$ cat src/rtl/swd_pkg.sv
`timescale 1ns/1ps
package swd_pkg;
  // Control-to-datapath strobes
  typedef struct packed {
    logic loadCode;   // capture code on this cycle
    logic windowOn;   // window currently open
  } ctrlStrobes_t;
endpackage

$ cat src/rtl/swd_edge_sync.sv
`timescale 1ns/1ps
module swd_edge_sync #(
  parameter int STAGES = 2
) (
  input  logic clk,
  input  logic rst,
  input  logic din,
  output logic fallPulse
);
  logic [STAGES-1:0] chain;
  logic              lastSample;

  always_ff @(posedge clk) begin
    if (rst) begin
      chain      <= '0;
      lastSample <= 1'b0;
    end else begin
      chain      <= {chain[STAGES-2:0], din};
      lastSample <= chain[STAGES-1];
    end
  end

  // previous synchronized sample high, current one low
  assign fallPulse = lastSample & ~chain[STAGES-1];
endmodule

$ cat src/rtl/swd_control.sv
`timescale 1ns/1ps
module swd_control
  import swd_pkg::*;
(
  input  logic         clk,
  input  logic         rst,
  input  logic         fallA,
  input  logic         fallB,
  input  logic         chipEn,
  output ctrlStrobes_t ctrl
);
  logic windowOn;

  always_ff @(posedge clk) begin
    if (rst) begin
      windowOn <= 1'b0;
    end else if (fallA) begin
      // strobe A wins over a coincident strobe B
      windowOn <= chipEn;
    end else if (fallB || !chipEn) begin
      windowOn <= 1'b0;
    end
  end

  always_comb begin
    ctrl.loadCode = fallA;
    ctrl.windowOn = windowOn;
  end
endmodule

$ cat src/rtl/swd_datapath.sv
`timescale 1ns/1ps
module swd_datapath
  import swd_pkg::*;
#(
  parameter  int CODE_WIDTH = 3,
  localparam int OUT_COUNT  = 1 << CODE_WIDTH
) (
  input  logic                  clk,
  input  logic                  rst,
  input  logic [CODE_WIDTH-1:0] selCode,
  input  ctrlStrobes_t          ctrl,
  output logic [OUT_COUNT-1:0]  selOut
);
  logic [CODE_WIDTH-1:0] codeReg;

  always_ff @(posedge clk) begin
    if (rst) begin
      codeReg <= '0;
    end else if (ctrl.loadCode) begin
      codeReg <= selCode;
    end
  end

  for (genvar i = 0; i < OUT_COUNT; i++) begin : g_line
    assign selOut[i] = ctrl.windowOn && (codeReg == CODE_WIDTH'(i));
  end
endmodule

$ cat src/rtl/strobe_window_decoder.sv
`timescale 1ns/1ps
module strobe_window_decoder
  import swd_pkg::*;
#(
  parameter  int CODE_WIDTH  = 3,
  parameter  int SYNC_STAGES = 2,
  localparam int OUT_COUNT   = 1 << CODE_WIDTH
) (
  input  logic                  clk,
  input  logic                  rst,
  input  logic [CODE_WIDTH-1:0] selCode,
  input  logic                  strobeA,
  input  logic                  strobeB,
  input  logic                  chipEn,
  output logic [OUT_COUNT-1:0]  selOut
);
  localparam int NUM_STROBES = 2;

  logic [NUM_STROBES-1:0] strobeIn;
  logic [NUM_STROBES-1:0] strobeFall;
  ctrlStrobes_t           ctrl;

  assign strobeIn = {strobeB, strobeA};

  for (genvar s = 0; s < NUM_STROBES; s++) begin : g_sync
    swd_edge_sync #(.STAGES(SYNC_STAGES)) u_sync (
      .clk       (clk),
      .rst       (rst),
      .din       (strobeIn[s]),
      .fallPulse (strobeFall[s])
    );
  end

  swd_control u_ctrl (
    .clk    (clk),
    .rst    (rst),
    .fallA  (strobeFall[0]),
    .fallB  (strobeFall[1]),
    .chipEn (chipEn),
    .ctrl   (ctrl)
  );

  swd_datapath #(.CODE_WIDTH(CODE_WIDTH)) u_dp (
    .clk     (clk),
    .rst     (rst),
    .selCode (selCode),
    .ctrl    (ctrl),
    .selOut  (selOut)
  );
endmodule

$ cat config.mk
export PLATFORM = sky130hd
export DESIGN_NAME = strobe_window_decoder
export DESIGN_NICKNAME = d
export VERILOG_FILES = /design/src/rtl/swd_pkg.sv /design/src/rtl/swd_edge_sync.sv /design/src/rtl/swd_control.sv /design/src/rtl/swd_datapath.sv /design/src/rtl/strobe_window_decoder.sv
export SDC_FILE = /design/constraint.sdc
export NUM_CORES = 1
export LEC_CHECK = 0
export BUFFER_PORTS_ARGS = -buffer_cell sky130_fd_sc_hd__buf_2
export CAP_MARGIN = 20
export CORE_AREA = 2 2 39 41
export CTS_BUF_LIST = sky130_fd_sc_hd__clkbuf_4 sky130_fd_sc_hd__clkbuf_8
export DETAILED_ROUTE_END_ITERATION = 8
export DIE_AREA = 0 0 41 43
export PLACE_DENSITY_LB_ADDON = 0.05
export SLEW_MARGIN = 5
export SYNTH_ARGS = -nofsm -noshare
export SYNTH_HDL_FRONTEND = slang
export SYNTH_SLANG_ARGS = --single-unit
$ cat constraint.sdc
create_clock -name clk -period 1.7 [get_ports clk]
set_clock_uncertainty 0.15 [all_clocks]
set_input_delay 0.085 -clock clk [delete_from_list [all_inputs] [get_ports clk]]
set_output_delay 0.085 -clock clk [all_outputs]
set_load 0.01 [all_outputs]
==> results of run 1 <==
==> cell usage in the layout, fill, tap and decap left out, drive strengths merged, types with 2 or more instances in the layout <==
cell         instances
buf                 15
clkbuf               3
dfxtp               10
dlygate4sd3          9
mux2i                3
nand2                2
nand2b               4
nor2                 9
nor2b                7
nor3                 2
==> cell families (layout without fill, tap and decap cells) <==
kind of cell | count (synthesis) | count (layout) | share of synthesized area
multiplexers | 3 | 3 | 0.07895
AND/OR/NAND/NOR | 25 | 25 | 0.3684
AO/OA/AOI/OAI | 1 | 1 | 0.01315
flip-flops | 10 | 10 | 0.5263
buffers and inverters | 1 | 27 | 0.01315
==> registers in the layout, indices dropped and copies added (netlist names) <==
| signal | count |
|---|---|
| g_sync.u_sync.lastSample | 2 |
| u_ctrl.windowOn | 1 |
| g_sync.u_sync.chain | 4 |
| u_dp.codeReg | 3 |
==> metal layers <==
metal / wire (um) / part of all wire / global-route usage / vias to the layer above
li1: - / - / - / 178
met5: 0 / 0 / 0 / -
met3: 58 / 0.078 / 0.03141 / 0
met4: 0 / 0 / 0.08000 / 0
met2: 367 / 0.49 / 0.1625 / 13
met1: 318 / 0.43 / 0.09836 / 150
==> area by class of cell <==
type | instances | share of cell area
multi-input combinational | 29 | 0.3004
timing repair buffer | 24 | 0.2833
sequential | 10 | 0.3433
clock buffer | 3 | 0.03863
tap | 16 | 0.03433
==> synthesized netlist by cell type <==
cell / instances
a21oi_1: 1
buf_2: 1
dfxtp_1: 10
mux2i_1: 3
nand2_1: 2
nand2b_1: 4
nor2_1: 9
nor2b_1: 6
nor2b_4: 1
nor3_1: 2
nor3b_2: 1
==> worst reg2reg max path, cell delays in order (launching register included) <==
cell and delay, ns:
dfxtp_1 0.31, nor2b_4 0.20, mux2i_1 0.20, nor2_1 0.05
==> worst paths after layout <==
| kind | end | cells past startpoint | startpoint |
|---|---|---|---|
| max | g_sync[1].u_sync.chain[0]$_SDFF_PP0_ | 4 | rst |
| min | g_sync[0].u_sync.chain[1]$_SDFF_PP0_ | 1 | g_sync[0].u_sync.chain[0]$_SDFF_PP0_ |
| max reg2reg | u_dp.codeReg[2]$_SDFFE_PP0P_ | 3 | g_sync[0].u_sync.lastSample$_SDFF_PP0_ |
| min reg2reg | g_sync[0].u_sync.chain[1]$_SDFF_PP0_ | 1 | g_sync[0].u_sync.chain[0]$_SDFF_PP0_ |
==> per-stage QoR <==
stage | utilization | worst slack, ns | instances
2_1_floorplan | - | 0.7255 | 40
3_5_place_dp | 0.3400 | 0.6705 | 70
5_1_grt | 0.4213 | 0.1926 | 82
6_report | 0.4213 | 0.2458 | 82
4_1_cts | 0.4213 | 0.2578 | 82
3_3_place_gp | 0.3400 | 0.6898 | 70
==> repair_timing <==
item                                   4_1_cts  5_1_grt
endpoints found under the hold margin        9        0
hold buffers                                 9        0
setup endpoints to repair                    0        0
==> power groups by stage <==
stage | logic [mW] | clock network [mW] | registers [mW]
4_1_cts | 0.0397 | 0.154 | 0.246
6_report | 0.0390 | 0.145 | 0.245
3_3_place_gp | 0.0230 | 0 | 0.251
5_1_grt | 0.0434 | 0.173 | 0.246
3_5_place_dp | 0.0237 | 0 | 0.251
2_1_floorplan | 0.0146 | 0 | 0.250
==> reports/qor.yml, run 1 <==
status:
  outcome: "complete, no violations"
timing:
  min_period_over_period: 0.8554
  finalHoldWorstSlack_ns: 0.2894
  setup_viol: 0
  fmax_mhz: 687.6
  worstMarginPinSlew_ns: 0.1811
  setup_tns_ns: 0
  hold_viol_final: 0
  period_needed_ns: 1.454
  maxSlewViolCount: 0
  grt_setup_unrepaired: "no"
  relSlewSlack: 0.8793
pwr:
  max-vdd-ir-drop_v: 0.0004005
  p_clk_frac: 0.338
  p_int_mw: 0.3495
  pwr_density_cell_nw_per_um2: 737.4
  p_comb_frac: 0.091
  finalPower_mw: 0.4300
  sequentialPowerShare: 0.571
  p_sw_frac: 0.1870
  net-switching-power_mw: 0.08041
  cellLeakagePower_nw: 0.2503
drt:
  drtIter0Drc: 0
  vias: 341
  drt-total-wl_um: 744
  wl_per_cell_um: 9.073
  drt-pass1-iter-count: 1
  drc: 0
  drtAntennaViolNets: 0
  vias_per_cell: 4.159
floorplan:
  fp.dieH_um: 43
  start_util: 0.2749
  row_count: 14
  die-width_um: 41
  core-area_sq_um: 1384
  dieArea_sq_um: 1763
  pin_count: 16
clock_tree:
  cts_num_sinks: 10
  cts_tree: "yes"
  cts_made_buffers: 3
  cts_resized: 0
  cts_setup_buffers: 0
  worstSkewPairLatency_ns: 0.25
  clkTransAtPathRegs_ns: 0.06
  clockRootBuffer: "clkbuf_4"
  cts-htree-levels: 1
  cts_buffer_depth: 2
worst_setup_path:
  reg2reg_setup_slack_ns: 0.68
  worst-path-buf-inv: 3
  crit_path_max_fanout: 10
  max_stage_delay_ns: 0.55
  endpoint_kind: "register"
  required_ns: 1.68
  crit_family: "buffers and inverters"
  cp_common_cell: "dlygate4sd3_1"
  cpMaxStageDelayCell: "dlygate4sd3_1"
  path_class: "input port to register"
  startpoint_type: "input port"
  worstPathCellList: "dlygate4sd3_1 > buf_2 > nor2b_1 > dlygate4sd3_1"
  critPathArrivalTime_ns: 1.44
placed_design:
  numPortBuffers: 15
  place_area_sq_um: 470.5
  globalplace.congestion: 0.5914
  dp.final_hpwl_um: 556.6
synthesis:
  synth_nets: 48
  seq_area_frac_synth: 0.5263
  syn_area_sq_um: 380.4
  netlist.area_leader.share: 0.5263
  yosysTopAreaCell: "dfxtp_1"
  syn_inst: 40
  synth_cell_types: 11
  yosysWarnings: 0
  synth_area_leaders: "dfxtp_1, nor2b_1, nor2_1, mux2i_1, nand2b_1"
  synth-seq-cells: 10
  synth.avg_cell_area_sq_um: 9.509
global_routing:
  grt_antenna_before_repair: 0
  grt-ovfl-total: 0
  grt_pass1_wl_um: 1159
  groute.usage.overall: 0.1010
  grt_max_degree: 11
  grt_pass1_vias: 323
layout:
  fillerInstances: 149
  n_antenna_cell: 0
  drive_gt1_frac: 0.3030
  multiInputGateArea_sq_um: 175.2
  seq_area_sq_um: 200.2
  fin_area_sq_um: 583.1
  nets: 76
  syn2layout_area_growth_pct: 53.29
worst_hold_path:
  hold_path.class: "register to register"
run:
  cap_violations: 0
No activity file was read; power rests on OpenSTA's default activity.
==> inputs of run 2 (changes only) <==
--- a/config.mk
+++ b/config.mk
@@ -5,7 +5,7 @@
 export SDC_FILE = /design/constraint.sdc
 export NUM_CORES = 1
 export LEC_CHECK = 0
-export BUFFER_PORTS_ARGS = -buffer_cell sky130_fd_sc_hd__buf_2
+export BUFFER_PORTS_ARGS = -buffer_cell sky130_fd_sc_hd__buf_4
 export CAP_MARGIN = 20
 export CORE_AREA = 2 2 39 41
 export CTS_BUF_LIST = sky130_fd_sc_hd__clkbuf_4 sky130_fd_sc_hd__clkbuf_8
==> run 2 against run 1 <==
Global-route usage increased by 1.2 points. Clock power is 6% higher. Via count up 4.4%. Sequential share of layout area fell by 3.6 points. Power increased by 3.5%. Wire length up 7.0%. Critical path type is now register to register.
==> reports/qor.yml, run 2 (synthesized netlist as in run 1, its figures left out) <==
worst_setup_path:
  startpoint_type: "register"
  critPathArrivalTime_ns: 1.55  # +0.11 ns
  endpoint_kind: "register"
  worstPathCellList: "nor2b_4 > mux2i_1 > nor2_1 > dlygate4sd3_1"
  max_stage_delay_ns: 0.55  # about the same
  required_ns: 1.69  # about the same
  cpMaxStageDelayCell: "dlygate4sd3_1"
  path_class: "register to register"
  crit_path_max_fanout: 4  # -6
  crit_family: "buffers and inverters"
  worst-path-buf-inv: 1  # -2
clock_tree:
  cts_made_buffers: 3  # unchanged
  cts-htree-levels: 1  # unchanged
  clockRootBuffer: "clkbuf_4"
  cts_num_sinks: 10  # unchanged
  worstSkewPairLatency_ns: 0.25  # about the same
  cts_buffer_depth: 2  # unchanged
  cts_tree: "yes"
  clkTransAtPathRegs_ns: 0.06  # about the same
  cts_setup_buffers: 0  # unchanged
run:
  cap_violations: 0  # unchanged
timing:
  grt_setup_unrepaired: "no"
  hold_viol_final: 0  # unchanged
  fmax_mhz: 640.2  # -6.9%
  setup_viol: 0  # unchanged
  maxSlewViolCount: 0  # unchanged
  relSlewSlack: 0.8636  # -0.01572
  period_needed_ns: 1.562  # +0.1079 ns
  min_period_over_period: 0.9189  # +0.06344
  worstMarginPinSlew_ns: 0.2031  # +0.02202 ns
  setup_tns_ns: 0  # unchanged
pwr:
  cellLeakagePower_nw: 0.2758  # +10%
  sequentialPowerShare: 0.551  # -0.020
  max-vdd-ir-drop_v: 0.0003142  # -22%
  p_clk_frac: 0.345  # +0.007
  p_comb_frac: 0.104  # +0.013
  net-switching-power_mw: 0.08881  # +10%
  p_int_mw: 0.3563  # +1.9%
  pwr_density_cell_nw_per_um2: 684.1  # -7.2%
  p_sw_frac: 0.1995  # +0.01251
drt:
  vias_per_cell: 4.188  # +0.71%
  drt-pass1-iter-count: 2  # +1
  vias: 356  # +4.4%
  wl_per_cell_um: 9.365  # +3.2%
  drc: 0  # unchanged
  drtIter0Drc: 5  # +5
  drt-total-wl_um: 796  # +7.0%
  drtAntennaViolNets: 0  # unchanged
global_routing:
  groute.usage.overall: 0.1131  # +0.01212
  grt_pass1_vias: 348  # +7.7%
  grt_pass1_wl_um: 1304  # +13%
  grt-ovfl-total: 0  # unchanged
  grt_antenna_before_repair: 0  # unchanged
  grt_max_degree: 11  # unchanged
layout:
  largest_reg_flops: 4  # unchanged
  final_cell_mix: "buf_4, dlygate4sd3_1, dfxtp_1, nor2_1, nor2b_1"
  seq_area_sq_um: 200.2  # unchanged
  top_regs: "g_sync.u_sync.chain (4), u_dp.codeReg (3), g_sync.u_sync.lastSample (2)"
  multiInputGateArea_sq_um: 175.2  # unchanged
  nets: 79  # +3.9%
  n_antenna_cell: 0  # unchanged
  regMostFlops: "g_sync.u_sync.chain"
  syn2layout_area_growth_pct: 71.05
  fillerInstances: 130  # -13%
  fin_area_sq_um: 650.6  # +12%
  drive_gt1_frac: 0.2899  # -0.01318
  layout_commonest_cell: "buf_4"
floorplan:
  row_count: 14  # unchanged
  dieArea_sq_um: 1763  # unchanged
  core-area_sq_um: 1384  # unchanged
  fp.dieH_um: 43  # unchanged
  pin_count: 16  # unchanged
  die-width_um: 41  # unchanged
  start_util: 0.2749  # unchanged
status:
  outcome: "complete, no violations"
placed_design:
  numPortBuffers: 15  # unchanged
  place_area_sq_um: 508.0  # +8.0%
  dp.final_hpwl_um: 561.1  # +0.81%
  globalplace.congestion: 0.6203  # +4.9%
worst_hold_path:
  hold_path.class: "register to register"
==> run 2: cell count changes in the layout (fill, tap and decap cells not counted) <==
cell	previous run	this run
buf_2	15	0
buf_4	0	15
dlygate4sd3_1	9	12
==> run 2: cell type report <==
cell class,count,share of cell area
Clock buffer,3,0.03462
Multi-Input combinational cell,29,0.2692
Sequential cell,10,0.3077
Tap cell,16,0.03077
Timing Repair Buffer,27,0.3577
==> run 2: path summary, 6_finish.rpt <==
| kind | start | endpoint | slack (ns) | cells after the start |
|---|---|---|---|---|
| worst max-delay path | g_sync[0].u_sync.lastSample$_SDFF_PP0_ | u_dp.codeReg[2]$_SDFFE_PP0P_ | 0.14 | 4 |
| worst min register to register | g_sync[0].u_sync.chain[0]$_SDFF_PP0_ | g_sync[0].u_sync.chain[1]$_SDFF_PP0_ | 0.29 | 1 |
| worst min-delay path | g_sync[0].u_sync.chain[0]$_SDFF_PP0_ | g_sync[0].u_sync.chain[1]$_SDFF_PP0_ | 0.29 | 1 |
| worst max register to register | g_sync[0].u_sync.lastSample$_SDFF_PP0_ | u_dp.codeReg[2]$_SDFFE_PP0P_ | 0.14 | 4 |
==> run 2: repair_timing <==
item                                   in CTS  in global routing
gates resized for setup                     0                  0
setup endpoints to repair                   0                  0
hold buffers                               12                  0
endpoints found under the hold margin      10                  0
==> run 2: power by group through the flow <==
stage | logic, mW | registers, mW | clock network, mW
after floorplan | 0.0146 | 0.250 | 0
after global placement | 0.0276 | 0.251 | 0
after detailed placement | 0.0284 | 0.251 | 0
after CTS | 0.0466 | 0.245 | 0.164
after global routing | 0.0512 | 0.246 | 0.174
final | 0.0461 | 0.245 | 0.154
==> run 2: metrics by stage <==
step	setup WS, ns	utilization	total power [mW]	hold slack, ns	instances
after floorplan	0.7255	-	0.2645	0.06318	40
after global placement	0.6970	0.3671	0.2782	0.1496	70
after detailed placement	0.6180	0.3671	0.2790	0.1560	70
after CTS	0.1322	0.4702	0.4556	0.2898	85
after global routing	0.04247	0.4702	0.4712	0.3071	85
final	0.1379	0.4702	0.4451	0.2871	85
==> run 2: layer usage <==
metal | up-vias | GRT usage | share of wire
met1 | 158 | 0.1082 | 0.39
met3 | 0 | 0.03141 | 0.074
met4 | 0 | 0.1000 | 0
met2 | 13 | 0.1813 | 0.53
li1 | 185 | - | -
met5 | - | 0 | 0
==> inputs of run 3 (changes only) <==
--- a/config.mk
+++ b/config.mk
@@ -12,6 +12,7 @@
 export DETAILED_ROUTE_END_ITERATION = 8
 export DIE_AREA = 0 0 41 43
 export PLACE_DENSITY_LB_ADDON = 0.05
+export SETUP_SLACK_MARGIN = 0.3
 export SLEW_MARGIN = 5
 export SYNTH_ARGS = -nofsm -noshare
 export SYNTH_HDL_FRONTEND = slang
==> run 3 against run 2 <==
Design area shrank 6.5%. Non-clock buffer count fell by 5. Highest routed layer unchanged. Register-to-register slack improved by 0.56 ns. Largest power group unchanged. Core utilization decreased by 3.1 points. Combinational power decreased by 10%.
==> reports/qor.yml, run 3 (synthesized netlist as in run 1, its figures left out) <==
status:
  outcome: "complete, no violations"
worst_setup_path:
  endpoint_kind: "output pin"
  critPathArrivalTime_ns: 1.04  # -0.51 ns
  required_ns: 1.46  # -0.23 ns
  reg2regPathDepth: 3  # -1
  path_class: "register to output pin"
  timing.rr.start: "g_sync[0].u_sync.lastSample$_SDFF_PP0_"
  reg2reg_setup_slack_ns: 0.70  # +0.56 ns
  crit_path_max_fanout: 6  # +2
  startpoint_type: "register"
  r2r_end: "u_dp.codeReg[1]$_SDFFE_PP0P_"
timing:
  period_needed_ns: 1.277  # -0.2851 ns
  maxSlewViolCount: 0  # unchanged
  hold_viol_final: 0  # unchanged
  grt_setup_unrepaired: "no"
  min_period_over_period: 0.7512  # -0.1677
  setup_viol: 0  # unchanged
  setup_tns_ns: 0  # unchanged
  relSlewSlack: 0.8622  # -0.001364
  fmax_mhz: 783.1  # +22%
  worstMarginPinSlew_ns: 0.2064  # +0.003326 ns
  layout_setup_ws_ns: 0.4230  # +0.2851 ns
clock_tree:
  cts_made_buffers: 3  # unchanged
  clkTransAtPathRegs_ns: 0.06  # about the same
  cts_buffer_depth: 2  # unchanged
  worstSkewPairLatency_ns: 0.26  # about the same
  clockRootBuffer: "clkbuf_4"
  cts_tree: "yes"
  cts_num_sinks: 10  # unchanged
  cts-htree-levels: 1  # unchanged
floorplan:
  dieArea_sq_um: 1763  # unchanged
  fp.dieH_um: 43  # unchanged
  pin_count: 16  # unchanged
  die-width_um: 41  # unchanged
  row_count: 14  # unchanged
  core-area_sq_um: 1384  # unchanged
  start_util: 0.2749  # unchanged
worst_hold_path:
  hold_path_end: "g_sync[0].u_sync.chain[1]$_SDFF_PP0_"
  hold_path.class: "register to register"
  worst_hold_startpoint: "g_sync[0].u_sync.chain[0]$_SDFF_PP0_"
  hold_depth: 1  # unchanged
layout:
  top_regs: "g_sync.u_sync.chain (4), u_dp.codeReg (3), g_sync.u_sync.lastSample (2)"
  final_cell_mix: "buf_4, dfxtp_1, nor2_1, dlygate4sd3_1, nor2b_1"
  drive_gt1_frac: 0.3438  # +0.05389
  syn2layout_area_growth_pct: 59.87
  regMostFlops: "g_sync.u_sync.chain"
  largest_reg_flops: 4  # unchanged
  n_antenna_cell: 0  # unchanged
  layout_commonest_cell: "buf_4"
  nets: 74  # -6.3%
placed_design:
  place_ws_ns: 0.6180  # unchanged
  globalplace.congestion: 0.6203  # unchanged
  dp.final_hpwl_um: 561.1  # unchanged
  numPortBuffers: 15  # unchanged
global_routing:
  grt-busiest-layer: "met2"
  grt_max_degree: 11  # unchanged
  grt_pass1_wl_um: 1221  # -6.4%
  grt-ovfl-total: 0  # unchanged
  met3_usage: 0.03141  # unchanged
  groute.usage.overall: 0.1071  # -0.006061
  use_met1: 0.1016  # -0.006557
  grt_antenna_before_repair: 0  # unchanged
  met2_usage: 0.1688  # -0.01250
  grt_pass1_vias: 325  # -6.6%
pwr:
  max-vdd-ir-drop_v: 0.0003168  # +0.82%
  pwr_density_cell_nw_per_um2: 722.5  # +5.6%
  p_comb_frac: 0.094  # -0.010
  net-switching-power_mw: 0.08734  # -1.7%
  sequentialPowerShare: 0.559  # +0.008
  cellLeakagePower_nw: 0.2498  # -9.4%
  p_int_mw: 0.3520  # -1.2%
  p_sw_frac: 0.1988  # -0.0007189
  p_clk_frac: 0.347  # +0.002
drt:
  drt-pass1-iter-count: 2  # unchanged
  drc: 0  # unchanged
  vias_per_cell: 4.225  # +0.88%
  drt-total-wl_um: 761  # -4.4%
  wl_per_cell_um: 9.513  # +1.6%
  drtIter0Drc: 3  # -2
  drtAntennaViolNets: 0  # unchanged
  vias: 338  # -5.1%
run:
  cap_violations: 0  # unchanged
==> run 3: what timing repair did <==
| item | in CTS | in global routing |
|---|---|---|
| gates resized for setup | 0 | 2 |
| endpoints found under the setup margin | 0 | 2 |
| hold endpoints to repair | 10 | 0 |
| hold buffers | 8 | 0 |
| setup buffers | 0 | 0 |
==> run 3: how the worst max path moves through the flow <==
stage                                          from  depth (start not counted)                                    to  slack [ns]
2_1_floorplan          u_dp.codeReg[2]$_SDFFE_PP0P_                          2                             selOut[0]        0.73
3_3_place_gp   g_sync[0].u_sync.chain[1]$_SDFF_PP0_                          3          u_dp.codeReg[1]$_SDFFE_PP0P_        0.70
3_5_place_dp           u_dp.codeReg[2]$_SDFFE_PP0P_                          3                             selOut[0]        0.62
4_1_cts                                     strobeA                          4  g_sync[0].u_sync.chain[0]$_SDFF_PP0_        0.31
5_1_grt                u_dp.codeReg[1]$_SDFFE_PP0P_                          3                             selOut[1]        0.34
6_report               u_dp.codeReg[0]$_SDFFE_PP0P_                          3                             selOut[6]        0.42
==> run 3: layout make-up <==
class                   instances  area (sq um)
multi-input cells              29         182.7
fillers                       124         775.7
well taps                      16         20.02
clock buffers                   3         22.52
repair buffers                 22         182.7
flip-flops and latches         10         200.2
==> run 3: metal layers <==
metal,vias to the layer above,wire (um)
met3,0,62
met2,13,409
met1,149,290
met4,0,0
met5,-,0
li1,176,-
==> run 3: power by group through the flow <==
stage	sequential, mW	combinational (mW)	clock [mW]
2_1_floorplan	0.250	0.0146	0
3_3_place_gp	0.251	0.0276	0
3_5_place_dp	0.251	0.0284	0
4_1_cts	0.245	0.0430	0.164
5_1_grt	0.246	0.0461	0.174
6_report	0.246	0.0414	0.152
==> run 3: stage by stage <==
stage | util | power (mW) | area, sq um | hold slack, ns | std cells
after CTS | 0.4412 | 0.4520 | 610.6 | 0.2898 | 81
after global routing | 0.4394 | 0.4663 | 608.1 | 0.3071 | 80
final | 0.4394 | 0.4393 | 608.1 | 0.2846 | 80
after global placement | 0.3671 | 0.2782 | 508.0 | 0.1496 | 70
after floorplan | - | 0.2645 | 380.4 | 0.06318 | 40
after detailed placement | 0.3671 | 0.2790 | 508.0 | 0.1560 | 70
==> run 3: critical path, cell delays in order, from the launching register on <==
cell,delay [ns]
dfxtp_1,0.43
nand2b_1,0.17
nor2_1,0.05
buf_4,0.14
